**src/rtl/vls_pkg.sv**
```systemverilog
package vls_pkg;

    // Direction of a vector transfer; the encoding matches cmd_store.
    typedef enum logic {
        VOP_LOAD  = 1'b0,
        VOP_STORE = 1'b1
    } vop_e;

endpackage

```
**src/rtl/vls_delay_line.sv**
```systemverilog
// Fixed-length token pipeline: a pulse on in_valid reappears on
// out_valid exactly DEPTH cycles later.
module vls_delay_line #(
    parameter int DEPTH = 12
) (
    input  logic clk,
    input  logic rst_n,
    input  logic in_valid,
    output logic out_valid
);

    logic [DEPTH-1:0] pipe_d, pipe_q;

    generate
        if (DEPTH == 1) begin : g_single
            always_comb pipe_d = in_valid;
        end else begin : g_chain
            always_comb pipe_d = {pipe_q[DEPTH-2:0], in_valid};
        end
    endgenerate

    always_ff @(posedge clk) begin
        if (!rst_n) pipe_q <= '0;
        else        pipe_q <= pipe_d;
    end

    assign out_valid = pipe_q[DEPTH-1];

endmodule

```
**src/rtl/vls_resp_fifo.sv**
```systemverilog
// Holds memory read data that arrives before its scheduled write slot.
module vls_resp_fifo #(
    parameter int WIDTH      = 64,
    parameter int DEPTH_LOG2 = 4
) (
    input  logic             clk,
    input  logic             rst_n,
    input  logic             push,
    input  logic [WIDTH-1:0] push_data,
    input  logic             pop,
    output logic [WIDTH-1:0] pop_data
);

    localparam int DEPTH = 1 << DEPTH_LOG2;

    typedef struct packed {
        logic [DEPTH_LOG2-1:0] wp;
        logic [DEPTH_LOG2-1:0] rp;
        logic [DEPTH_LOG2:0]   cnt;
    } fptr_t;

    fptr_t            f_d, f_q;
    logic [WIDTH-1:0] slot_q [DEPTH];

    always_comb begin
        f_d = f_q;
        if (push) f_d.wp = f_q.wp + 1'b1;
        if (pop)  f_d.rp = f_q.rp + 1'b1;
        case ({push, pop})
            2'b10:   f_d.cnt = f_q.cnt + 1'b1;
            2'b01:   f_d.cnt = f_q.cnt - 1'b1;
            default: f_d.cnt = f_q.cnt;
        endcase
    end

    always_ff @(posedge clk) begin
        if (!rst_n) f_q <= '0;
        else        f_q <= f_d;
    end

    always_ff @(posedge clk) begin
        if (push) slot_q[f_q.wp] <= push_data;
    end

    assign pop_data = slot_q[f_q.rp];

    // the response for a scheduled write must already be queued.
    p_no_underflow_r5: assert property (@(posedge clk) disable iff (!rst_n)
        pop |-> (f_q.cnt != '0));

    // in-order responses never exceed the queue.
    p_no_overflow_r5: assert property (@(posedge clk) disable iff (!rst_n)
        (push && !pop) |-> (f_q.cnt != (DEPTH_LOG2+1)'(DEPTH)));

endmodule

```
**src/rtl/vls_stream_unit.sv**
```systemverilog
module vls_stream_unit
    import vls_pkg::*;
#(
    parameter int ADDR_W    = 32,
    parameter int ELEM_W    = 64,
    parameter int NUM_ELEMS = 64,
    parameter int NUM_VREGS = 8,
    parameter int LATENCY   = 12,
    localparam int LEN_W     = $clog2(NUM_ELEMS + 1),
    localparam int IDX_W     = $clog2(NUM_ELEMS),
    localparam int VREG_W    = $clog2(NUM_VREGS),
    localparam int FIFO_LOG2 = $clog2(LATENCY + 1)
) (
    input  logic              clk,
    input  logic              rst_n,
    input  logic              cmd_valid,
    output logic              cmd_ready,
    input  logic              cmd_store,
    input  logic [ADDR_W-1:0] cmd_base,
    input  logic [VREG_W-1:0] cmd_vreg,
    input  logic [LEN_W-1:0]  cmd_vl,
    output logic              busy,
    output logic              done,
    output logic              mem_req,
    output logic              mem_we,
    output logic [ADDR_W-1:0] mem_addr,
    output logic [ELEM_W-1:0] mem_wdata,
    input  logic              mem_rvalid,
    input  logic [ELEM_W-1:0] mem_rdata,
    output logic              rf_we,
    output logic [VREG_W-1:0] rf_wreg,
    output logic [IDX_W-1:0]  rf_welem,
    output logic [ELEM_W-1:0] rf_wdata,
    output logic              rf_re,
    output logic [VREG_W-1:0] rf_rreg,
    output logic [IDX_W-1:0]  rf_relem,
    input  logic [ELEM_W-1:0] rf_rdata
);

    typedef struct packed {
        logic              busy;
        vop_e              op;
        logic [ADDR_W-1:0] base;
        logic [VREG_W-1:0] vreg;
        logic [LEN_W-1:0]  vl;
        logic [LEN_W-1:0]  iss;      // elements requested (load) or read (store)
        logic [LEN_W-1:0]  cmp;      // elements completed
        logic              rd_pend;  // store: register data returns this cycle
        logic              done;
    } ctl_t;

    ctl_t c_d, c_q;

    logic              vl_ok, accept, issuing, load_req, rd_issue;
    logic              tok_out, store_wr, complete, last_elem;
    logic [ELEM_W-1:0] fifo_head;

    assign vl_ok     = (cmd_vl != '0) && (cmd_vl <= LEN_W'(NUM_ELEMS));
    assign accept    = cmd_valid && !c_q.busy && vl_ok;
    assign issuing   = c_q.busy && (c_q.iss != c_q.vl);
    assign load_req  = issuing && (c_q.op == VOP_LOAD);
    assign rd_issue  = issuing && (c_q.op == VOP_STORE);
    assign store_wr  = c_q.rd_pend;
    assign complete  = tok_out || store_wr;
    assign last_elem = complete && (c_q.cmp == c_q.vl - 1'b1);

    always_comb begin
        c_d         = c_q;
        c_d.done    = 1'b0;
        c_d.rd_pend = rd_issue;
        if (accept) begin
            c_d.busy = 1'b1;
            c_d.op   = vop_e'(cmd_store);
            c_d.base = cmd_base;
            c_d.vreg = cmd_vreg;
            c_d.vl   = cmd_vl;
            c_d.iss  = '0;
            c_d.cmp  = '0;
        end
        if (issuing)  c_d.iss = c_q.iss + 1'b1;
        if (complete) c_d.cmp = c_q.cmp + 1'b1;
        if (last_elem) begin
            c_d.busy = 1'b0;
            c_d.done = 1'b1;
        end
    end

    always_ff @(posedge clk) begin
        if (!rst_n) c_q <= '0;
        else        c_q <= c_d;
    end

    // Startup latency model: each load request reappears LATENCY cycles later.
    vls_delay_line #(
        .DEPTH (LATENCY)
    ) u_delay (
        .clk       (clk),
        .rst_n     (rst_n),
        .in_valid  (load_req),
        .out_valid (tok_out)
    );

    vls_resp_fifo #(
        .WIDTH      (ELEM_W),
        .DEPTH_LOG2 (FIFO_LOG2)
    ) u_resp (
        .clk       (clk),
        .rst_n     (rst_n),
        .push      (mem_rvalid),
        .push_data (mem_rdata),
        .pop       (tok_out),
        .pop_data  (fifo_head)
    );

    assign cmd_ready = !c_q.busy;
    assign busy      = c_q.busy;
    assign done      = c_q.done;

    assign mem_req   = load_req || store_wr;
    assign mem_we    = store_wr;
    assign mem_addr  = c_q.base + (store_wr ? ADDR_W'(c_q.cmp) : ADDR_W'(c_q.iss));
    assign mem_wdata = rf_rdata;

    assign rf_we     = tok_out;
    assign rf_wreg   = c_q.vreg;
    assign rf_welem  = IDX_W'(c_q.cmp);
    assign rf_wdata  = fifo_head;

    assign rf_re     = rd_issue;
    assign rf_rreg   = c_q.vreg;
    assign rf_relem  = IDX_W'(c_q.iss);

    // an out-of-range length never starts a transfer.
    p_bad_len_r3: assert property (@(posedge clk) disable iff (!rst_n)
        (cmd_valid && !busy && !vl_ok) |=> !busy);

    // consecutive memory requests walk up one word at a time.
    p_addr_step_r4: assert property (@(posedge clk) disable iff (!rst_n)
        (mem_req && $past(mem_req)) |-> (mem_addr == $past(mem_addr) + 1'b1));

    // register writes in consecutive cycles target consecutive elements.
    p_elem_step_r5: assert property (@(posedge clk) disable iff (!rst_n)
        (rf_we && $past(rf_we)) |-> (rf_welem == $past(rf_welem) + 1'b1));

    // every register read of a store is followed by its memory write.
    p_store_follow_r6: assert property (@(posedge clk) disable iff (!rst_n)
        rf_re |=> (mem_req && mem_we));

    // no command is taken while a transfer runs.
    p_hold_cfg_r8: assert property (@(posedge clk) disable iff (!rst_n)
        (busy && $past(busy)) |-> $stable(rf_wreg));

    // the completion pulse lasts one cycle and marks the end of busy.
    p_done_pulse_r9: assert property (@(posedge clk) disable iff (!rst_n)
        done |=> !done);

    p_busy_end_r9: assert property (@(posedge clk) disable iff (!rst_n)
        $fell(busy) |-> done);

endmodule

```
**config.mk**
```make
export PLATFORM = sky130hd
export DESIGN_NAME = vls_stream_unit
export DESIGN_NICKNAME = d
export VERILOG_FILES = /design/src/rtl/vls_pkg.sv /design/src/rtl/vls_delay_line.sv /design/src/rtl/vls_resp_fifo.sv /design/src/rtl/vls_stream_unit.sv
export SDC_FILE = /design/constraint.sdc
export NUM_CORES = 1
export LEC_CHECK = 0
export BUFFER_PORTS_ARGS = -buffer_cell sky130_fd_sc_hd__clkbuf_2
export CAP_MARGIN = 25
export CORE_MARGIN = 1
export CORE_UTILIZATION = 64
export CTS_CLUSTER_DIAMETER = 100
export DETAILED_ROUTE_END_ITERATION = 12
export GPL_ROUTABILITY_DRIVEN = 1
export PLACE_DENSITY = 0.82
export SETUP_SLACK_MARGIN = 0.5
export SYNTH_ARGS = -nofsm -noshare
export SYNTH_HDL_FRONTEND = slang
export SYNTH_SLANG_ARGS = --single-unit
```
**constraint.sdc**
```tcl
create_clock -name clk -period 8.1 [get_ports clk]
set_input_delay 1.215 -clock clk [delete_from_list [all_inputs] [get_ports clk]]
set_output_delay 1.215 -clock clk [all_outputs]
set_load 0.01 [all_outputs]
```
* Word-level counts from Yosys, hierarchy flattened
Memories as Yosys holds them, arrays and structs flattened. A register that Yosys moved wholly into a read port is not among the register bits.
Index checks and enable logic that the tools add are counted.
** Storage, ports and cells
- Bits in registers :: 80
- Latch bits :: 0
- Memory bits (writable) :: 1024
- ROM bits :: 0
- Input port bits :: 175
- Output and inout port bits :: 185
- Word-level logic and storage cells :: 47
- Memories kept :: 1
** Memories
- u_resp.slot_q :: depth 16, bits a word 64, rd ports 1, clocked after Yosys merged registers in 1, wr ports 1, RTL line vls_resp_fifo.sv:23 : logic [WIDTH-1:0] slot_q [DEPTH];
** Cells by class
- Add/sub/neg operators :: 6
- $mul :: 0
- Divide/modulo/power cells :: 0
- Magnitude comparators :: 1
- Equality and inequality tests :: 2
- Shift-type cells :: 0
- Multiplexer cells :: 9
- Bitwise logic cells :: 2
- Reductions and logical operators :: 14
** Operator list (count)
- 32-bit by 7-bit adder with 32-bit output :: 1
- 7-bit 2-to-1 mux :: 3
- 7-bit by 1-bit adder with 7-bit output (second input constant) :: 2
- 14-bit 2-to-1 mux :: 1
- 4-bit by 1-bit adder with 4-bit output (second input constant) :: 2
- 4-bit 2-to-1 mux :: 2
- 7-bit == test :: 1
- 7-bit <= comparator (second input constant) :: 1
- 1-bit logical AND :: 7
- 7-bit inequality test :: 1
- 7-bit nonzero test :: 1
- 7-bit by 1-bit subtractor with 7-bit output (second input constant) :: 1
- 2-bit nonzero test :: 2
- 1-bit 2-to-1 mux :: 3
- 1-bit logical OR :: 2
- 1-bit inverter :: 2
- 2-bit OR reduction :: 1
- 1-bit zero test :: 1

* Logic depth before layout (Yosys ltp)
- Word-level depth :: 5
- Depth in mapped cells :: 10
- Depth with buffers taken out :: 8

* Hierarchy
Synthesis repeated with hierarchy kept, for this count alone.
** Unflattened totals
- Cells, all modules :: 2190
- Area total of the unflattened synthesis :: 43316.5 um^2
** By module, submodules not included
- vls_resp_fifo :: instances 1, cells an instance 1622, area each 38783.4 um^2, seq. area each 30989.7 um^2
- vls_stream_unit :: instances 1, cells an instance 543, area each 4196.5 um^2, seq. area each 1201.2 um^2
- vls_delay_line :: instances 1, cells an instance 25, area each 336.6 um^2, seq. area each 240.2 um^2

* Least setup slack after synthesis
Ideal clock, no wire load.
- Kind :: register to output
- From :: reg c_q, in the netlist mem_we
- To :: out mem_addr[24]
- Arrival :: 2903 ps
- Required time :: 6885 ps
- Setup slack :: 3982 ps
- Cell stages (with the launch flop) :: 11
- Buffers on the path :: 2
- Cell sequence :: dfxtp_1 > clkbuf_1 > mux2_2 > ha_1 > fa_1 > a21o_1 > a221oi_1 > o21ai_0 > clkbuf_1 > nand4_1 > xnor2_1
** On the way
- Word-level cells in the longest chain between the ends :: 2
** Ends and longest elaborated chain
- start: declaration :: RTL line vls_stream_unit.sv:52 : ctl_t c_d, c_q;
- start signal: assignment :: RTL line vls_stream_unit.sv:89 : if (!rst_n) c_q <= '0;
- start signal: assignment :: RTL line vls_stream_unit.sv:90 : else c_q <= c_d;
- 7-bit 2-to-1 mux :: RTL line vls_stream_unit.sv:121 : assign mem_addr = c_q.base + (store_wr ? ADDR_W'(c_q.cmp) : ADDR_W'(c_q.iss));
- 32-bit by 7-bit adder with 32-bit output :: RTL line vls_stream_unit.sv:121
- end: declaration :: RTL line vls_stream_unit.sv:26 : output logic [ADDR_W-1:0] mem_addr,
No other way between the ends.

==> flow_summary.html <==
<table>
<tr><th>Metric</th><th>Value</th></tr>
<tr><th colspan="2">Status</th></tr>
<tr><td>Run status</td><td>finished, final reports clean</td></tr>
<tr><th colspan="2">STA</th></tr>
<tr><td>Slew of the pin with the lowest slew margin</td><td>roughly 1.1 ns</td></tr>
<tr><td>Unrepaired setup endpoints after global routing</td><td>no</td></tr>
<tr><td>Final setup fails</td><td>0</td></tr>
<tr><td>Share of the clock period used by the worst path</td><td>roughly 62%</td></tr>
<tr><td>Tmin final</td><td>between 5 and 6 ns</td></tr>
<tr><td>Final Hold Fails</td><td>0</td></tr>
<tr><td>Tightest slew margin relative to the limit</td><td>roughly 25%</td></tr>
<tr><td>Hold slack</td><td>about 0.44 ns</td></tr>
<tr><td>Setup Total Neg Slack</td><td>0 ns</td></tr>
<tr><td>Clk_skew</td><td>just under 0.02 ns</td></tr>
<tr><td>Number of pins with negative max-slew slack in the final report</td><td>0</td></tr>
<tr><td>Top achievable clock speed</td><td>~200 MHz</td></tr>
<tr><th colspan="2">Logic synthesis</th></tr>
<tr><td>Number of distinct library cells after synthesis</td><td>48</td></tr>
<tr><td>Largest family of logic cells by synthesized area</td><td>multiplexers</td></tr>
<tr><td>Parity-gate share of the synthesized area counting xor and xnor cells</td><td>under 10%</td></tr>
<tr><td>Register bit total from synthesis</td><td>roughly 1,100</td></tr>
<tr><td>Synthesized netlist net count</td><td>about 2,200</td></tr>
<tr><td>Mux contribution to synthesized area</td><td>16.8%</td></tr>
<tr><td>Number of flops mapped to enable cells by yosys</td><td>around 1,000</td></tr>
<tr><td>Synth warnings</td><td>0</td></tr>
<tr><td>Post-synthesis cell count</td><td>roughly 2,000</td></tr>
<tr><td>Basic-gate share of the synthesized area counting and, or, nand and nor cells</td><td>between 2 and 3%</td></tr>
<tr><td>Arithmetic-cell share of the synthesized area counting full adders, half adders and majority gates</td><td>less than 1%</td></tr>
<tr><td>Fraction of synthesis flops using an asynchronous set or reset pin</td><td>0%</td></tr>
<tr><td>Area fraction in compound gates after synthesis</td><td>under 10%</td></tr>
<tr><td>Avg Synthesized Cell Area</td><td>21.3 um2</td></tr>
<tr><td>Cell area after technology mapping</td><td>approximately 43,000 um2</td></tr>
<tr><td>Fraction of the yosys area taken by sequential cells</td><td>between 70% and 80%</td></tr>
<tr><td>Prevailing post-synth register cell</td><td>sky130_fd_sc_hd__edfxtp_1</td></tr>
<tr><th colspan="2">Finish</th></tr>
<tr><td>FF/Latch Area</td><td>~32,000 um2</td></tr>
<tr><td>Number of nets in the finished design</td><td>between 2,000 and 2,500</td></tr>
<tr><td>Number of fill cells</td><td>3,597</td></tr>
<tr><td>Final std cell area, no fill</td><td>48,400 um2</td></tr>
<tr><td>Fraction of layout cells with a size suffix above 1</td><td>approximately a third</td></tr>
<tr><td>Multi-input gate area in the final layout</td><td>9930 um2</td></tr>
<tr><td>P&amp;R area growth vs syn</td><td>11.5%</td></tr>
<tr><th colspan="2">Setup path</th></tr>
<tr><td>Kind of capture point of the worst setup path</td><td>output port</td></tr>
<tr><td>Data required time at the worst endpoint</td><td>about 6.9 ns</td></tr>
<tr><td>Worst EP arrival</td><td>around 3.8 ns</td></tr>
<tr><td>Worst-path cell chain</td><td>buf_4 &gt; mux4_2 &gt; mux4_2 &gt; clkbuf_2</td></tr>
<tr><td>Crit Path Class</td><td>reg -&gt; out</td></tr>
<tr><td>Type of element launching the critical path</td><td>flop</td></tr>
<tr><td>Largest fanout on the critical path</td><td>44</td></tr>
<tr><td>CP most frequent cell</td><td>sky130_fd_sc_hd__mux4_2</td></tr>
<tr><td>CP max-delay cell</td><td>sky130_fd_sc_hd__dfxtp_4</td></tr>
<tr><td>Highest cell delay on the worst timing path</td><td>between 0.9 and 1 ns</td></tr>
<tr><td>Startpoint of the most critical register-to-register path</td><td>u_resp.f_q[11]</td></tr>
<tr><th colspan="2">Detailed routing</th></tr>
<tr><td>DRC viols</td><td>0</td></tr>
<tr><td>Via density</td><td>about 6.9</td></tr>
<tr><td>Initial DRC Count</td><td>about 2,700</td></tr>
<tr><td>Via count of the routed design</td><td>between 20,000 and 25,000</td></tr>
<tr><td>Detailed-route wire length per cell</td><td>between 30 and 40 um</td></tr>
<tr><td>Final Routed Wirelength</td><td>roughly 110,000 um</td></tr>
<tr><td>Post-detailed-route count of antenna-violating nets</td><td>0</td></tr>
<tr><td>Number of optimization iterations in the first detailed-route pass</td><td>5</td></tr>
<tr><th colspan="2">Place</th></tr>
<tr><td>Final weighted congestion in routability-driven placement</td><td>roughly 0.83</td></tr>
<tr><td>Final HPWL from detailed placement</td><td>~51,000 um</td></tr>
<tr><td>I/O Buffers</td><td>231</td></tr>
<tr><td>Post-place instance area</td><td>roughly 45,000 um2</td></tr>
<tr><th colspan="2">Global route</th></tr>
<tr><td>Total grt overflow</td><td>0</td></tr>
<tr><td>Number of antenna violations at the first check in global routing</td><td>10</td></tr>
<tr><td>Aggregate global-route resource usage</td><td>32.0%</td></tr>
<tr><td>Pin count of the biggest net entering global routing</td><td>roughly 170</td></tr>
<tr><td>First-pass GRT wire length</td><td>157,000 um</td></tr>
<tr><td>Via count of the first global-routing pass</td><td>22,900</td></tr>
<tr><th colspan="2">Clock network</th></tr>
<tr><td>CTS root buffer</td><td>sky130_fd_sc_hd__clkbuf_16</td></tr>
<tr><td>H-tree Lvls</td><td>3</td></tr>
<tr><td>CTS buffer count</td><td>~110</td></tr>
<tr><td>Max Root-Sink Buffers</td><td>3</td></tr>
<tr><td>Setup Buffers After CTS</td><td>0</td></tr>
<tr><td>Hold buffers post-CTS</td><td>0</td></tr>
<tr><td>Clock insertion delay at the later pin of the skew report</td><td>around 0.66 ns</td></tr>
<tr><td>CTS tree</td><td>yes</td></tr>
<tr><td># clock sinks</td><td>approximately 1,100</td></tr>
<tr><td>Clock-pin transition on the worst setup and hold timing paths</td><td>0.06 ns</td></tr>
<tr><td>Cts repair resizes</td><td>0</td></tr>
<tr><th colspan="2">Floorplanning</th></tr>
<tr><td>Placeable core region</td><td>between 60,000 and 70,000 um2</td></tr>
<tr><td>Number of top-level design ports</td><td>360</td></tr>
<tr><td>Die area</td><td>between 60,000 and 70,000 um2</td></tr>
<tr><td>Die span in y</td><td>roughly 260 um</td></tr>
<tr><td>Die extent in x</td><td>between 200 and 300 um</td></tr>
<tr><td>Starting density of the core</td><td>between 60% and 70%</td></tr>
<tr><td># rows</td><td>95</td></tr>
<tr><th colspan="2">Pwr</th></tr>
<tr><td>Power Dens Cells</td><td>243 nW/um2</td></tr>
<tr><td>Total leakage power</td><td>15.5 nW</td></tr>
<tr><td>VDD IR max</td><td>0.166 mV</td></tr>
<tr><th colspan="2">Job</th></tr>
<tr><td>Max-capacitance violation count</td><td>0</td></tr>
<tr><th colspan="2">Hold path</th></tr>
<tr><td>Hold/Removal Path Class</td><td>reg -&gt; reg</td></tr>
<tr><td>Beginning of the worst hold path</td><td>u_delay.pipe_q[5]</td></tr>
</table>
==> sequential cells by signal (all words and copies together) (netlist names), named ones only <==
| register | count |
|---|---|
| rf_relem | 6 |
| u_resp.f_q | 8 |
| c_q | 42 |
| u_resp.slot_q | 1024 |
| busy | 1 |
| rf_rreg | 3 |
| done | 1 |
| rf_welem | 6 |
| mem_we | 1 |
| u_delay.pipe_q | 12 |
==> worst paths after layout <==
path	slack, ns	depth (start not counted)	endpoint
min reg2reg	0.44	1	u_delay.pipe_q[6]
max reg2reg	5.21	3	u_resp.slot_q[2][10]
min	0.44	1	u_delay.pipe_q[6]
max	3.09	4	rf_wdata[62]
==> synth_stat cells (all sizes together), types with 15 or more instances <==
cell,count,area share (%)
dfxtp,84,3.9
clkbuf,59,0.51
mux4,320,17
a21boi,44,0.76
xor2,20,0.40
nor2,16,0.14
nand3,16,0.18
ha,15,0.43
nand2,116,1.0
and2,37,0.53
o21ai,23,0.26
edfxtp,1024,71
buf,123,2.0
xnor2,31,0.63
==> layer usage <==
| metal | wire, um | global-route usage [%] |
|---|---|---|
| met5 | 51 | 0 |
| met4 | 3640 | 11.9 |
| met3 | 10400 | 6.14 |
| met2 | 56800 | 54.7 |
| met1 | 37700 | 41.3 |
==> worst max-delay path, delay by kind of cell (launching register included) <==
family,cells,cell delay (ns)
buf+inv,2,0.97
flops,1,0.95
mux,2,1.18
==> logic make-up after synthesis <==
kind of cell	after synthesis
adders and majority gates	16
DFF	1108
buffers and inverters	190
and+or+nand+nor	247
muxes	330
AOI/OAI and AO/OA	98
xor gates and xnor gates	52
==> layout by cell type (no fill, tap or decap), drive strengths merged, types with 8 or more instances in the layout <==
cell,synthesis,layout
edfxtp,1024,1024
mux4,320,320
buf,123,29
xnor2,31,31
a21boi,44,44
o21ai,23,23
a21oi,9,9
inv,8,11
ha,15,15
xor2,20,20
nand2,116,116
dfxtp,84,84
nor2,16,16
nor3,9,9
bufinv,0,14
clkinv,0,39
and2,37,37
nand4,13,13
clkbuf,59,362
and3,12,12
nand3,16,16
clkinvlp,0,8
==> final cells by class <==
cell class	count	share of cell area (%)
repair buffers	260	2.97
clock inverters	64	1.46
well taps	873	2.25
multi-input cells	743	20.5
diodes	7	0.0362
inverters	8	0.0620
flip-flops and latches	1108	67.0
clock buffers	131	5.75
==> per-stage QoR <==
step	total power [mW]	instances	utilization [%]	worst slack, ns
after CTS	11.8	3186	72.1	2.84
after floorplan	6.67	2041	-	3.98
after detailed placement	6.82	2991	66.9	3.57
after global routing	12.1	3192	72.1	2.85
final	11.8	3194	72.1	3.09
after global placement	6.80	2990	66.8	3.56
==> power by group <==
part,switching [mW],internal [mW]
clock,2.18,2.90
sequential,0.0365,6.32
combinational,0.234,0.123
Note: power is estimated with default switching activity, not from simulation.
